<file path="src/rtl/ap_check_pkg.sv">
package ap_check_pkg;

  typedef enum logic [1:0] {
    FAULT_NONE = 2'd0,
    FAULT_PERM = 2'd1,
    FAULT_RSVD = 2'd2
  } faultKind_e;

  // strobes from control to datapath
  typedef struct packed {
    logic capture;
    logic clearValid;
  } apStrobe_t;

  // rights granted by one permission encoding
  typedef struct packed {
    logic privRd;
    logic privWr;
    logic userRd;
    logic userWr;
    logic rsvd;
  } apRights_t;

endpackage

</file>
<file path="src/rtl/ap_check_ctrl.sv">
module ap_check_ctrl
  import ap_check_pkg::*;
(
  input  logic      checkValid,
  output apStrobe_t stb
);
  always_comb begin
    stb.capture    = checkValid;
    stb.clearValid = ~checkValid;
  end
endmodule

</file>
<file path="src/rtl/ap_check_dp.sv">
module ap_check_dp
  import ap_check_pkg::*;
#(
  parameter int AP_W   = 3,
  parameter int PROT_W = 2
) (
  input  logic              clk,
  input  logic              rst_n,
  input  apStrobe_t         stb,
  input  logic [AP_W-1:0]   apField,
  input  logic              isPriv,
  input  logic              isWrite,
  input  logic              xpEnable,
  input  logic [PROT_W-1:0] legacyProt,
  output logic              respValid,
  output logic              abortOut,
  output faultKind_e        faultKind,
  output logic              faultWrite
);
  localparam int LOW_W = AP_W - 1;

  apRights_t  rights;
  logic       allowed;
  logic       abortD;
  faultKind_e kindD;
  logic [LOW_W-1:0] apLow;
  logic       apHigh;

  assign apLow  = apField[LOW_W-1:0];
  assign apHigh = apField[AP_W-1] & xpEnable;

  // rights table per encoding
  always_comb begin
    rights = '0;
    if (apHigh) begin
      unique case (apLow)
        2'b00: rights = '{privRd: 1'b0, privWr: 1'b0, userRd: 1'b0, userWr: 1'b0, rsvd: 1'b1};
        2'b01: rights = '{privRd: 1'b1, privWr: 1'b0, userRd: 1'b0, userWr: 1'b0, rsvd: 1'b0};
        default: rights = '{privRd: 1'b1, privWr: 1'b0, userRd: 1'b1, userWr: 1'b0, rsvd: 1'b0};
      endcase
    end else begin
      unique case (apLow)
        2'b00: begin
          if (xpEnable) rights = '0;
          else begin
            unique case (legacyProt)
              2'd2:    rights = '{privRd: 1'b1, privWr: 1'b0, userRd: 1'b1, userWr: 1'b0, rsvd: 1'b0};
              2'd1:    rights = '{privRd: 1'b1, privWr: 1'b0, userRd: 1'b0, userWr: 1'b0, rsvd: 1'b0};
              default: rights = '0;
            endcase
          end
        end
        2'b01: rights = '{privRd: 1'b1, privWr: 1'b1, userRd: 1'b0, userWr: 1'b0, rsvd: 1'b0};
        2'b10: rights = '{privRd: 1'b1, privWr: 1'b1, userRd: 1'b1, userWr: 1'b0, rsvd: 1'b0};
        default: rights = '{privRd: 1'b1, privWr: 1'b1, userRd: 1'b1, userWr: 1'b1, rsvd: 1'b0};
      endcase
    end
  end

  always_comb begin
    if (isPriv) allowed = isWrite ? rights.privWr : rights.privRd;
    else        allowed = isWrite ? rights.userWr : rights.userRd;
    abortD = ~allowed | rights.rsvd;
    if (rights.rsvd)  kindD = FAULT_RSVD;
    else if (abortD)  kindD = FAULT_PERM;
    else              kindD = FAULT_NONE;
  end

  always_ff @(posedge clk or negedge rst_n) begin
    if (!rst_n) begin
      respValid  <= 1'b0;
      abortOut   <= 1'b0;
      faultKind  <= FAULT_NONE;
      faultWrite <= 1'b0;
    end else begin
      if (stb.capture) begin
        respValid  <= 1'b1;
        abortOut   <= abortD;
        faultKind  <= kindD;
        faultWrite <= isWrite;
      end else if (stb.clearValid) begin
        respValid  <= 1'b0;
      end
    end
  end
endmodule

</file>
<file path="src/rtl/ap_check_unit.sv">
module ap_check_unit
  import ap_check_pkg::*;
#(
  parameter int AP_W   = 3,
  parameter int PROT_W = 2
) (
  input  logic              clk,
  input  logic              rst_n,
  input  logic              checkValid,
  input  logic [AP_W-1:0]   apField,
  input  logic              isPriv,
  input  logic              isWrite,
  input  logic              xpEnable,
  input  logic [PROT_W-1:0] legacyProt,
  output logic              respValid,
  output logic              abortOut,
  output logic [1:0]        faultKind,
  output logic              faultWrite
);
  apStrobe_t  stb;
  faultKind_e kindQ;

  ap_check_ctrl u_ctrl (
    .checkValid (checkValid),
    .stb        (stb)
  );

  ap_check_dp #(.AP_W(AP_W), .PROT_W(PROT_W)) u_dp (
    .clk        (clk),
    .rst_n      (rst_n),
    .stb        (stb),
    .apField    (apField),
    .isPriv     (isPriv),
    .isWrite    (isWrite),
    .xpEnable   (xpEnable),
    .legacyProt (legacyProt),
    .respValid  (respValid),
    .abortOut   (abortOut),
    .faultKind  (kindQ),
    .faultWrite (faultWrite)
  );

  assign faultKind = kindQ;
endmodule

</file>
<file path="config.mk">
export PLATFORM = sky130hd
export DESIGN_NAME = ap_check_unit
export DESIGN_NICKNAME = d
export VERILOG_FILES = /design/src/rtl/ap_check_pkg.sv /design/src/rtl/ap_check_ctrl.sv /design/src/rtl/ap_check_dp.sv /design/src/rtl/ap_check_unit.sv
export SDC_FILE = /design/constraint.sdc
export NUM_CORES = 1
export LEC_CHECK = 0
export ABC_AREA = 1
export ABC_CLOCK_PERIOD_IN_PS = 1600
export BUFFER_PORTS_ARGS = -buffer_cell sky130_fd_sc_hd__buf_2
export CORE_AREA = 2 2 39 41
export DETAILED_ROUTE_END_ITERATION = 10
export DIE_AREA = 0 0 41 43
export GPL_ROUTABILITY_DRIVEN = 0
export MAX_ROUTING_LAYER = met4
export PLACE_DENSITY = 0.62
export SKIP_LAST_GASP = 1
export SYNTH_ARGS = -nofsm -noshare
export SYNTH_HDL_FRONTEND = slang
export SYNTH_HIERARCHICAL = 1
export SYNTH_SLANG_ARGS = --single-unit
</file>
<file path="constraint.sdc">
create_clock -name clk -period 1.6 [get_ports clk]
set_clock_uncertainty 0.1 [all_clocks]
set_input_delay 0.16 -clock clk [delete_from_list [all_inputs] [get_ports clk]]
set_output_delay 0.16 -clock clk [all_outputs]
set_load 0.05 [all_outputs]
</file>
# Yosys cells after proc, flatten, opt, wreduce, memory -nomap -nowiden
# Index checks and enable logic that the tools add are counted.
# totals
ff_bits,5
output_inout_bits,5
word_cells,23
# op_classes
eq_ne,4
n_mux,11
bitwise_logic,3
n_reduce_logical,1
# op_table
cell,n
5-bit case mux with 2 select lines,2
5-bit case mux with 3 select lines,1
5-bit 2-to-1 mux,2
1-bit 2-to-1 mux,5
2-bit by 1-bit == test with 1-bit output (second input constant),2
2-bit == test (second input constant),2
2-bit logical NOT,1
2-bit 2-to-1 mux,1
1-bit bitwise AND,1
1-bit inverter,1
1-bit OR,1

# Depth between registers and ports, before layout
# Gate-level depths: netlist of run 1.
# logic_depth
word_depth,11
depth_mapped,11

# Hierarchy
# Netlist of run 1, hierarchy kept.
# modules_own_cells
mod,instances,cells_per_inst,area_each_um2,seq_area_each_um2
ap_check_dp,1,58,369.1,125.1
ap_check_ctrl,1,2,11.3,0.0

# Worst setup path after synthesis of run 1
# OpenSTA, ideal clock, no wires.
# synth_timing
kind,input to register
start,input port apField[1]
end,register u_dp.abortOut
setup_ps,118
arrival_ps,870
required_time_ps,1382
setup_slack_ps,512
stages,11
n_path_buf,0
path_cell_list,inv_1 ha_1 inv_1 nor2_1 nand2_1 nand2_1 nand2_1 nand2_1 nand2_1 nand2_1 nand2_1
# synth_via
elab_chain_cells,7
elab_cells_between_ends,11
classes_between,eq/ne (2); mux (6); bitwise (2); reduce/logical (1)
# synth_lines
element,line_no,text
from (decl),ap_check_unit.sv:10,"input logic [AP_W-1:0] apField,"
2-bit == test (tied with other cells),ap_check_dp.sv:42,unique case (apLow)
5-bit case mux with 3 select lines or 5-bit case mux with 2 select lines (tied branches),"ap_check_dp.sv:42, ap_check_dp.sv:36",
5-bit 2-to-1 mux *,ap_check_dp.sv:35,if (apHigh) begin
"1-bit 2-to-1 mux, on equally long branches","ap_check_dp.sv:62, ap_check_dp.sv:61",
1-bit 2-to-1 mux,ap_check_dp.sv:61,if (isPriv) allowed = isWrite ? rights.privWr : rights.privRd;
1-bit inverter,ap_check_dp.sv:63,abortD = ~allowed | rights.rsvd;
1-bit OR *,ap_check_dp.sv:63,
to (signal assigned),ap_check_dp.sv:78,abortOut <= abortD;
to (decl),ap_check_dp.sv:16,"output logic abortOut,"
# Mark *: on every way between the ends. The rest lies on a longest branch, timed or not.
# A chain may end at the register's enable or synchronous reset.

# Worst setup path in the final report of run 1
# layout_timing
start,register u_dp.abortOut
end,output port abortOut
# layout_lines
element,line_no,text
to (decl),ap_check_unit.sv:16,"output logic abortOut,"
# No word-level cell between the ends.

==> results of run 1 <==
[routing by layer]
layer / wire length [um] / vias up / GRT usage (%) / share of wire [%]
met3: 37 / 0 / 4.712 / 4.6
met4: 0 / 0 / 2.000 / 0
met5: 0 / - / - / 0
met1: 320 / 178 / 12.13 / 40
li1: - / 212 / - / -
met2: 440 / 6 / 18.44 / 55
[path summary, 6_finish.rpt]
check / cells after the start / end / slack, ns
max: 1 / abortOut / 0.50
max reg2reg: 2 / u_dp/faultWrite / 0.89
min in group asynchronous: 2 / u_dp/abortOut / 0.17
max in group asynchronous: 2 / u_dp/faultKind[1] / 1.09
min: 3 / u_dp/abortOut / 0.08
min reg2reg: 2 / u_dp/faultWrite / 0.38
[layout make-up]
cell class / instances / area (um^2)
timing repair buffer: 16 / 85.08
multi-input combinational: 40 / 195.2
inverter: 14 / 52.55
tap: 16 / 20.02
fill: 167 / 879.6
sequential: 5 / 125.1
clock buffer: 4 / 26.28
[sequential cells by signal, summed over array words and instances, names as in the netlist]
| name | count |
|---|---|
| u_dp/abortOut | 1 |
| u_dp/faultKind | 2 |
| u_dp/faultWrite | 1 |
| u_dp/respValid | 1 |
[worst min-delay path, stage by stage]
cell and delay, ns:
buf_2 0.12, nand2_1 0.06, nand2_1 0.05
[where the power goes]
| group | internal, W | switching (W) | total [W] | leakage [nW] |
|---|---|---|---|---|
| Combinational | 0.0000393 | 0.0000916 | 0.000131 | 0.252 |
| Sequential | 0.000140 | 0.00000552 | 0.000145 | 0.0598 |
| Clock | 0.0000943 | 0.0000508 | 0.000145 | 0.0150 |
| Total | 0.000273 | 0.000148 | 0.000421 | 0.326 |
[kinds of logic (layout without fill, tap and decap cells)]
| logic type | after synthesis | count (layout) | synth area share (%) |
|---|---|---|---|
| AND/OR/NAND/NOR | 32 | 32 | 32.57 |
| buffers and inverters | 15 | 34 | 15.79 |
| flip-flops | 5 | 5 | 32.89 |
| adder cells (fa/ha/maj) | 4 | 4 | 13.16 |
| AO/OA/AOI/OAI | 4 | 4 | 5.592 |
[stage by stage]
stage	hold slack (ns)	instances	utilization (%)
2_1_floorplan	-0.2356	60	-
3_3_place_gp	-0.1213	90	33.82
4_1_cts	0.07927	95	36.44
6_report	0.07847	95	36.44
5_1_grt	0.09886	95	36.44
3_5_place_dp	-0.1203	90	33.82
[repair_timing]
| action | CTS | global route |
|---|---|---|
| endpoints found under the hold margin | 5 | 0 |
| resized for setup | 0 | 0 |
| hold buffers | 1 | 0 |
[cells in the final DEF, fill, tap and decap left out, drive strengths merged]
cell type / Yosys / layout
nand2: 20 / 20
buf: 1 / 15
ha: 4 / 4
inv: 14 / 14
o21ai: 2 / 2
nor2: 11 / 11
dlygate4sd3: 0 / 1
dfrtp: 5 / 5
a31oi: 1 / 1
nand3: 1 / 1
clkbuf: 0 / 4
a21oi: 1 / 1
==> summary.md, run 1 <==
| Metric | Value |
|---|---|
| Routed WL per cell | `roughly 8.4 um` |
| Static Leakage | `0.3265 nW` |
| Hpwl dp | `approximately 660 um` |
| Residual DRC | `0` |
| Worst path slowest cell | `dfrtp_1` |
| Top cell type's share of synthesized area | `between 30% and 40%` |
| CTS tree | `yes` |
| Later-pin clock latency in the skew report | `between 0.2 and 0.25 ns` |
| Yosys reg bits | `5` |
| Total grt overflow | `0` |
| Ratio of cells with drive above 1 in the final layout | `24.05%` |
| Period Utilization, post-route | `between 60 and 70%` |
| CP startpoint | `u_dp/abortOut` |
| Vias | `around 400` |
| Synth top cells by count | `nand2_1, inv_1, nor2_1, dfrtp_1, ha_1` |
| Largest cells by area after synthesis | `dfrtp_1, nand2_1, inv_1` |
| PwrDens | `approximately 830 nW/um^2` |
| Slowest stage delay, CP | `between 0.3 and 0.4 ns` |
| CTS sink cnt | `5` |
| Hold path start | `checkValid` |
| Final worst path period need | `1.100 ns` |
| Worst setup margin | `0.4998 ns` |
| Post-Syn Instances | `60` |
| Drt initial violations | `2` |
| Placeable Area | `1384 um^2` |
| EDFF count, synth | `0` |
| Max clock buf depth | `2` |
| RR Startpoint | `u_dp/faultWrite` |
| CP startpoint kind | `flop` |
| Critical Path Sink Type | `output port` |
| Most frequent cell after synthesis | `nand2_1` |
| Synth async-reset ratio | `100.0%` |
| Initial Util | `between 20% and 30%` |
| H-tree depth | `1` |
| Worst Path Arrival | `approximately 0.84 ns` |
| Finished Cell Area | `between 500 and 600 um^2` |
| TritonRoute pass-1 iters | `4` |
| Placed cell area | `approximately 470 um^2` |
| Number of max-cap violations | `0` |
| CTS buffer count | `3` |
| Die width | `41 um` |
| Worst EP required | `1.34 ns` |
| Initial antenna violation count | `0` |
| Place WS | `0.2792 ns` |
| Post-CTS Setup Inserts | `0` |
| Total power | `0.0004210 W` |
| ANT cells | `0` |
| Hold Fails Final Rpt | `0` |
| Ys flop type | `dfrtp_1` |
| Die height | `between 40 and 50 um` |
| Post-synthesis cell type count | `11` |
| Layout area overhead | `32.57%` |
| CP delay by family, top | `flip-flops` |
| Top cell type by total area after synthesis | `dfrtp_1` |
| Setup-failing EPs final | `0` |
| Final Slew Violations | `0` |
| Largest net degree at the start of global routing | `6` |
| VDD IR max | `roughly 0.50 mV` |
| First-pass GRT wire length | `1338 um` |
| Worst min path class | `in2reg` |
| # rows | `14` |
| Status | `finished clean` |
| Total I/O pin count | `16` |
| DRT antenna net count | `0` |
| Buffers plus inverters on the worst setup path | `1` |
| CP Cell Sequence | `buf_2` |
| Relative slew slack | `approximately 84%` |
| Tightest Pin Transition | `between 0.2 and 0.25 ns` |
| Root Buffer | `clkbuf_4` |
| Final WL | `~800 um` |
| CP max FO | `2` |
| Register area share after synthesis | `~33%` |
| Vias per cell | `around 4.2` |
| Synth Cell Area | `between 300 and 400 um^2` |
| WS Path Type | `reg2out` |
| YS warnings | `6` |
| Reg clk slew, reported paths | `approximately 0.05 ns` |
| Post-Syn Area per Cell | `6.339 um^2` |
| Setup TNS | `0 ns` |
| Number of port buffers | `15` |
| Nets | `95` |
| Vias in the first global route | `approximately 370` |
| Post-Syn Nets | `between 70 and 80` |
| Die area | `1763 um^2` |
| RSZ-0062 raised after global routing | `false` |
| Total GRT Usage | `between 10 and 15%` |
| Maximum clock rate | `roughly 900 MHz` |
Power figures use the tool's default switching activity.
==> run 2: changes to the inputs <==
ABC_AREA = 0   (was 1)
ABC_CLOCK_PERIOD_IN_PS = 1000   (was 1600)
PLACE_DENSITY = 0.63   (was 0.62)
clock period = 1 ns   (was 1.6 ns; I/O delays follow)
==> summary.md, run 2 <==
| Metric | Value |
|---|---|
| Root Buffer | `clkbuf_4` |
| Maximum clock rate | `926.1 MHz` |
| Post-Syn Area per Cell | `roughly 9.4 um^2` |
| TritonRoute pass-1 iters | `2` |
| First-pass GRT wire length | `1662 um` |
| Post-Syn Instances | `39` |
| Hold Fails Final Rpt | `0` |
| Synth top cells by count | `inv_1, dfrtp_1, ha_1, nand2_1, a21oi_1` |
| Violated checks | `negative setup slack` |
| DRT antenna net count | `0` |
| Routed WL per cell | `roughly 12 um` |
| YS warnings | `6` |
| Ys flop type | `dfrtp_1` |
| Relative slew slack | `just over 80%` |
| Status | `complete, but fails checks` |
| Ratio of cells with drive above 1 in the final layout | `62.50%` |
| CP max FO | `3` |
| Total grt overflow | `0` |
| Clock share of power | `a little under a third` |
| Die height | `43 um` |
| Sw power | `~0.00026 W` |
| Largest cells by area after synthesis | `dfrtp_1, ha_1, inv_1` |
| Static Leakage | `between 0.3 and 0.4 nW` |
| Number of max-cap violations | `0` |
| Setup-failing EPs final | `2` |
| CTS tree | `yes` |
| CTS buffer count | `3` |
| Die width | `between 40 and 50 um` |
| Place WS | `-0.4861 ns` |
| VDD IR max | `0.4318 mV` |
| CP startpoint | `apField[1]` |
| Comb power frac | `between 30% and 40%` |
| ANT cells | `0` |
| Sw frac | `33.38%` |
| Vias in the first global route | `400` |
| Total GRT Usage | `between 10% and 20%` |
| Initial antenna violation count | `0` |
| Slowest stage delay, CP | `approximately 0.33 ns` |
| Post-synthesis cell type count | `23` |
| Reg clk slew, reported paths | `~0.04 ns` |
| Worst Path Arrival | `1.14 ns` |
| Period Utilization, post-route | `108.0%` |
| Share of power burned in registers | `around 30%` |
| Total power | `0.0007870 W` |
| Final WL | `962 um` |
| Hold path start | `checkValid` |
| Post-Syn Nets | `54` |
| Initial Util | `26.40%` |
| Worst EP required | `approximately 1.1 ns` |
| Worst path slowest cell | `o41ai_4` |
| Vias per cell | `about 4.5` |
| Total I/O pin count | `16` |
| Drt initial violations | `3` |
| Synth Cell Area | `approximately 370 um^2` |
| Register area share after synthesis | `34.25%` |
| Yosys reg bits | `5` |
| Worst setup margin | `-0.07979 ns` |
| Top cell type's share of synthesized area | `approximately a third` |
| CP Cell Sequence | `buf_12 > buf_6 > ha_4 > o41ai_4 > a32oi_2 > o22ai_1` |
| Final worst path period need | `approximately 1.1 ns` |
| Worst min path class | `in2reg` |
| Commonest non-fill, non-tap cell in the layout | `buf_2` |
| Synth async-reset ratio | `100.0%` |
| Critical Path Sink Type | `flop` |
| Residual DRC | `0` |
| Commonest cells after routing, fill and taps aside | `buf_2, buf_6, buf_4, inv_1, dfrtp_1` |
| H-tree depth | `1` |
| FILL cells | `between 100 and 150` |
| Layout area overhead | `92.12%` |
| WS Path Type | `in2reg` |
| Top cell type by total area after synthesis | `dfrtp_1` |
| Largest register by flop count | `u_dp/faultKind` |
| # rows | `14` |
| Hpwl dp | `slightly below 700 um` |
| PwrDens | `around 1100 nW/um^2` |
| EDFF count, synth | `0` |
| Most frequent cell after synthesis | `inv_1` |
| CP startpoint kind | `input port` |
| Tightest Pin Transition | `~0.26 ns` |
| Die area | `roughly 1800 um^2` |
| Finished Cell Area | `~700 um^2` |
| RR Startpoint | `u_dp/faultWrite` |
| Vias | `363` |
| Setup TNS | `-0.1593 ns` |
| Placeable Area | `about 1400 um^2` |
| Later-pin clock latency in the skew report | `~0.24 ns` |
| Largest net degree at the start of global routing | `9` |
| WHS | `0.04734 ns` |
| Final Slew Violations | `0` |
| Number of port buffers | `15` |
| RSZ-0062 raised after global routing | `true` |
| Nets | `80` |
| Placed cell area | `543.0 um^2` |
| Max reg flops | `2` |
| CTS sink cnt | `5` |
| Power Internal | `~0.00052 W` |
| Max clock buf depth | `2` |
run 2: cell types whose count changed in the layout (fill, tap and decap cells not counted), sizes merged, moves of 2 or more:
cell | previous run | this run
buf | 15 | 22
inv | 14 | 8
nand2 | 20 | 3
nor2 | 11 | 1
o21ai | 2 | 0
run 2: final timing paths:
| check | endpoint | slack, ns | cells past startpoint |
|---|---|---|---|
| min in group asynchronous | u_dp/respValid | 0.10 | 2 |
| max in group asynchronous | u_dp/faultWrite | 0.55 | 2 |
| max reg2reg | u_dp/faultWrite | 0.13 | 1 |
| min | u_dp/abortOut | 0.05 | 2 |
| min reg2reg | u_dp/respValid | 0.41 | 1 |
| max | u_dp/faultKind[0] | -0.08 | 6 |
run 2: per-stage QoR:
step	util [%]	std cells
floorplan	-	39
global placement	39.24	74
detailed placement	39.24	74
CTS	50.18	80
global route	50.72	80
finish	50.72	80
run 2: cell type report:
type,instances,area [um^2],share of cell area [%]
inverters,8,47.55,6.774
multi-input cells,24,279.0,39.75
repair buffers,23,202.7,28.88
clock buffers,4,26.28,3.743
well taps,16,20.02,2.852
flip-flops and latches,5,126.4,18.00
run 2: critical path: cells and delay by family:
kind / cells / cell delay (ns)
AO/OA/AOI/OAI: 3 / 0.64
adder cells (fa/ha/maj): 1 / 0.16
buffers and inverters: 2 / 0.22
run 2: metal layers:
metal,GRT usage [%],up-vias,part of all wire [%]
met5,-,-,0
met4,16.00,0,3.8
met3,4.712,4,2.1
met2,20.00,10,55
met1,16.29,165,39
li1,-,184,-
run 2: power by group through the flow:
stage / Clock (W) / Combinational (W) / Sequential, W
after detailed placement: 0 / 0.000237 / 0.000236
after CTS: 0.000249 / 0.000310 / 0.000237
after floorplan: 0 / 0.0000810 / 0.000303
final: 0.000236 / 0.000314 / 0.000237
after global placement: 0 / 0.000234 / 0.000234
after global routing: 0.000259 / 0.000333 / 0.000239
run 2: kinds of logic (layout without fill, tap and decap cells):
family	count (synthesis)	in the layout	share of synthesized area, %
AOI/OAI and AO/OA	9	9	19.53
adders and majority gates	4	4	13.70
buffers and inverters	10	35	11.30
DFF	5	5	34.25
muxes	2	2	5.822
and+or+nand+nor	9	9	15.41
run 2: timing repair:
item,4_1_cts,5_1_grt
setup endpoints to repair,7,7
hold buffers,1,0
pin swaps,7,2
gates resized for setup,25,1
endpoints found under the hold margin,5,0
setup buffers,1,0
==> run 3: changes to the inputs <==
CELL_PAD_IN_SITES_DETAIL_PLACEMENT = 1   (was default)
CELL_PAD_IN_SITES_GLOBAL_PLACEMENT = 1   (was default)
CORE_AREA = default   (was 2 2 39 41)
CORE_MARGIN = 2   (was default)
CORE_UTILIZATION = 28   (was default)
CTS_CLUSTER_SIZE = 25   (was default)
DIE_AREA = default   (was 0 0 41 43)
PLACE_DENSITY = 0.8   (was 0.63)
SETUP_SLACK_MARGIN = 0.5   (was default)
==> summary.md, run 3 (synthesis gave the netlist of run 2 again) <==
| Metric | Value |
|---|---|
| Status | `complete, but fails checks` |
| Violated checks | `negative setup slack` |
| Largest register by flop count | `u_dp/faultKind` |
| PwrDens | `roughly 1100 nW/um^2` |
| Worst setup margin | `-0.06933 ns` |
| Commonest non-fill, non-tap cell in the layout | `buf_2` |
| RSZ-0062 raised after global routing | `true` |
| Die height | `between 40 and 50 um` |
| Period Utilization, post-route | `106.9%` |
| Tightest Pin Transition | `0.2575 ns` |
| Slowest stage delay, CP | `about 0.35 ns` |
| Routed WL per cell | `12.36 um` |
| Buffers plus inverters on the worst setup path | `2` |
| Die width | `approximately 40 um` |
| Vias per cell | `approximately 4.6` |
| Largest net degree at the start of global routing | `9` |
| CP delay by family, top | `simple AND/OR/NAND/NOR gates` |
| CP startpoint kind | `input port` |
| Placed cell area | `~540 um^2` |
| Reg clk slew, reported paths | `0.04 ns` |
| Static Leakage | `about 0.33 nW` |
| Hpwl dp | `around 710 um` |
| Finished Cell Area | `700.7 um^2` |
| First-pass GRT wire length | `~1300 um` |
| Share of power burned in registers | `30.6%` |
| CTS buffer count | `3` |
| Ratio of cells with drive above 1 in the final layout | `between 60% and 70%` |
| Total grt overflow | `0` |
| CTS tree | `yes` |
| # rows | `13` |
| Max clock buf depth | `2` |
| CP max FO | `6` |
| Vias in the first global route | `between 300 and 400` |
| Drt initial violations | `3` |
| Power Internal | `approximately 0.00053 W` |
| Total GRT Usage | `between 10% and 20%` |
| Total I/O pin count | `16` |
| Initial Util | `just under 30%` |
| Max reg flops | `2` |
| WHS | `0.05023 ns` |
| Number of max-cap violations | `0` |
| Setup TNS | `-0.1405 ns` |
| Layout area overhead | `91.78%` |
| Worst EP required | `slightly above 1 ns` |
| Comb power frac | `roughly two fifths` |
| Final WL | `between 1000 and 1500 um` |
| Vias | `between 300 and 400` |
| Commonest cells after routing, fill and taps aside | `buf_2, buf_4, buf_6` |
| Final Slew Violations | `0` |
| CP Cell Sequence | `buf_8 > inv_12 > ha_4 > or3_1 > a32oi_1 > o22ai_1` |
| FILL cells | `135` |
| Worst path slowest cell | `or3_1` |
| Sw frac | `around 32%` |
| DRT antenna net count | `0` |
| Relative slew slack | `82.56%` |
| Setup-failing EPs final | `3` |
| WS Path Type | `in2reg` |
| Placeable Area | `roughly 1300 um^2` |
| Nets | `roughly 80` |
| CTS sink cnt | `5` |
| Critical Path Sink Type | `flop` |
| Hold Fails Final Rpt | `0` |
| Sw power | `about 0.00025 W` |
| Worst min path class | `in2reg` |
| Die area | `between 1500 and 2000 um^2` |
| Later-pin clock latency in the skew report | `between 0.2 and 0.25 ns` |
| Maximum clock rate | `between 900 and 1000 MHz` |
| H-tree depth | `1` |
| TritonRoute pass-1 iters | `4` |
| Root Buffer | `clkbuf_4` |
| ANT cells | `0` |
| VDD IR max | `between 0.5 and 0.6 mV` |
| Clock share of power | `a little under 30%` |
| Final worst path period need | `between 1 and 1.5 ns` |
| Number of port buffers | `15` |
| Initial antenna violation count | `0` |
| Worst Path Arrival | `between 1 and 1.5 ns` |
| Residual DRC | `0` |
| Place WS | `-0.4364 ns` |
## run 3: cell types whose count changed in the layout (fill, tap and decap cells not counted), sizes merged
cell / change
buf: +2
## run 3: metal layers
layer	GRT usage [%]	vias to the layer above	wire, um
met5	-	-	0
met4	0	0	0
li1	-	187	-
met2	20.16	3	522
met3	3.333	0	10
met1	17.29	184	468
## run 3: repair_timing
item                                    CTS  global route
endpoints found under the setup margin   10            10
setup buffers                             1             3
resized for setup                        20             5
pin swaps                                 8             6
hold buffers                              1             0
hold endpoints to repair                  5             0
## run 3: worst paths after layout
check / startpoint / to / slack, ns / cells past startpoint
setup / recovery: apField[1] / u_dp/faultKind[0] / -0.07 / 6
hold / removal: isWrite / u_dp/faultWrite / 0.05 / 2
setup reg to reg: u_dp/respValid / u_dp/respValid / 0.11 / 2
hold reg to reg: u_dp/faultWrite / u_dp/faultWrite / 0.43 / 1
max in group asynchronous: rst_n / u_dp/faultKind[0] / 0.54 / 2
min in group asynchronous: rst_n / u_dp/faultKind[1] / 0.12 / 2
## run 3: final cells by class
| cell class | count | area [um^2] | share of cell area [%] |
|---|---|---|---|
| clock buffers | 4 | 26.28 | 3.750 |
| inverters | 8 | 47.55 | 6.786 |
| multi-input cells | 24 | 254.0 | 36.25 |
| flip-flops and latches | 5 | 130.1 | 18.57 |
| well taps | 15 | 18.77 | 2.679 |
| repair buffers | 25 | 224.0 | 31.96 |
## run 3: power groups by stage
stage	sequential (W)	clock (W)	combinational [W]
CTS	0.000239	0.000239	0.000286
global placement	0.000235	0	0.000231
floorplan	0.000305	0	0.0000809
global route	0.000242	0.000258	0.000336
finish	0.000240	0.000230	0.000314
detailed placement	0.000237	0	0.000235
## run 3: stage by stage
stage	instances	total power (W)	utilization [%]
3_5_place_dp	72	0.0004717	42.96
6_report	81	0.0007838	55.94
4_1_cts	78	0.0007645	51.55
5_1_grt	81	0.0008355	55.94
2_1_floorplan	39	0.0003860	-
3_3_place_gp	72	0.0004663	42.96
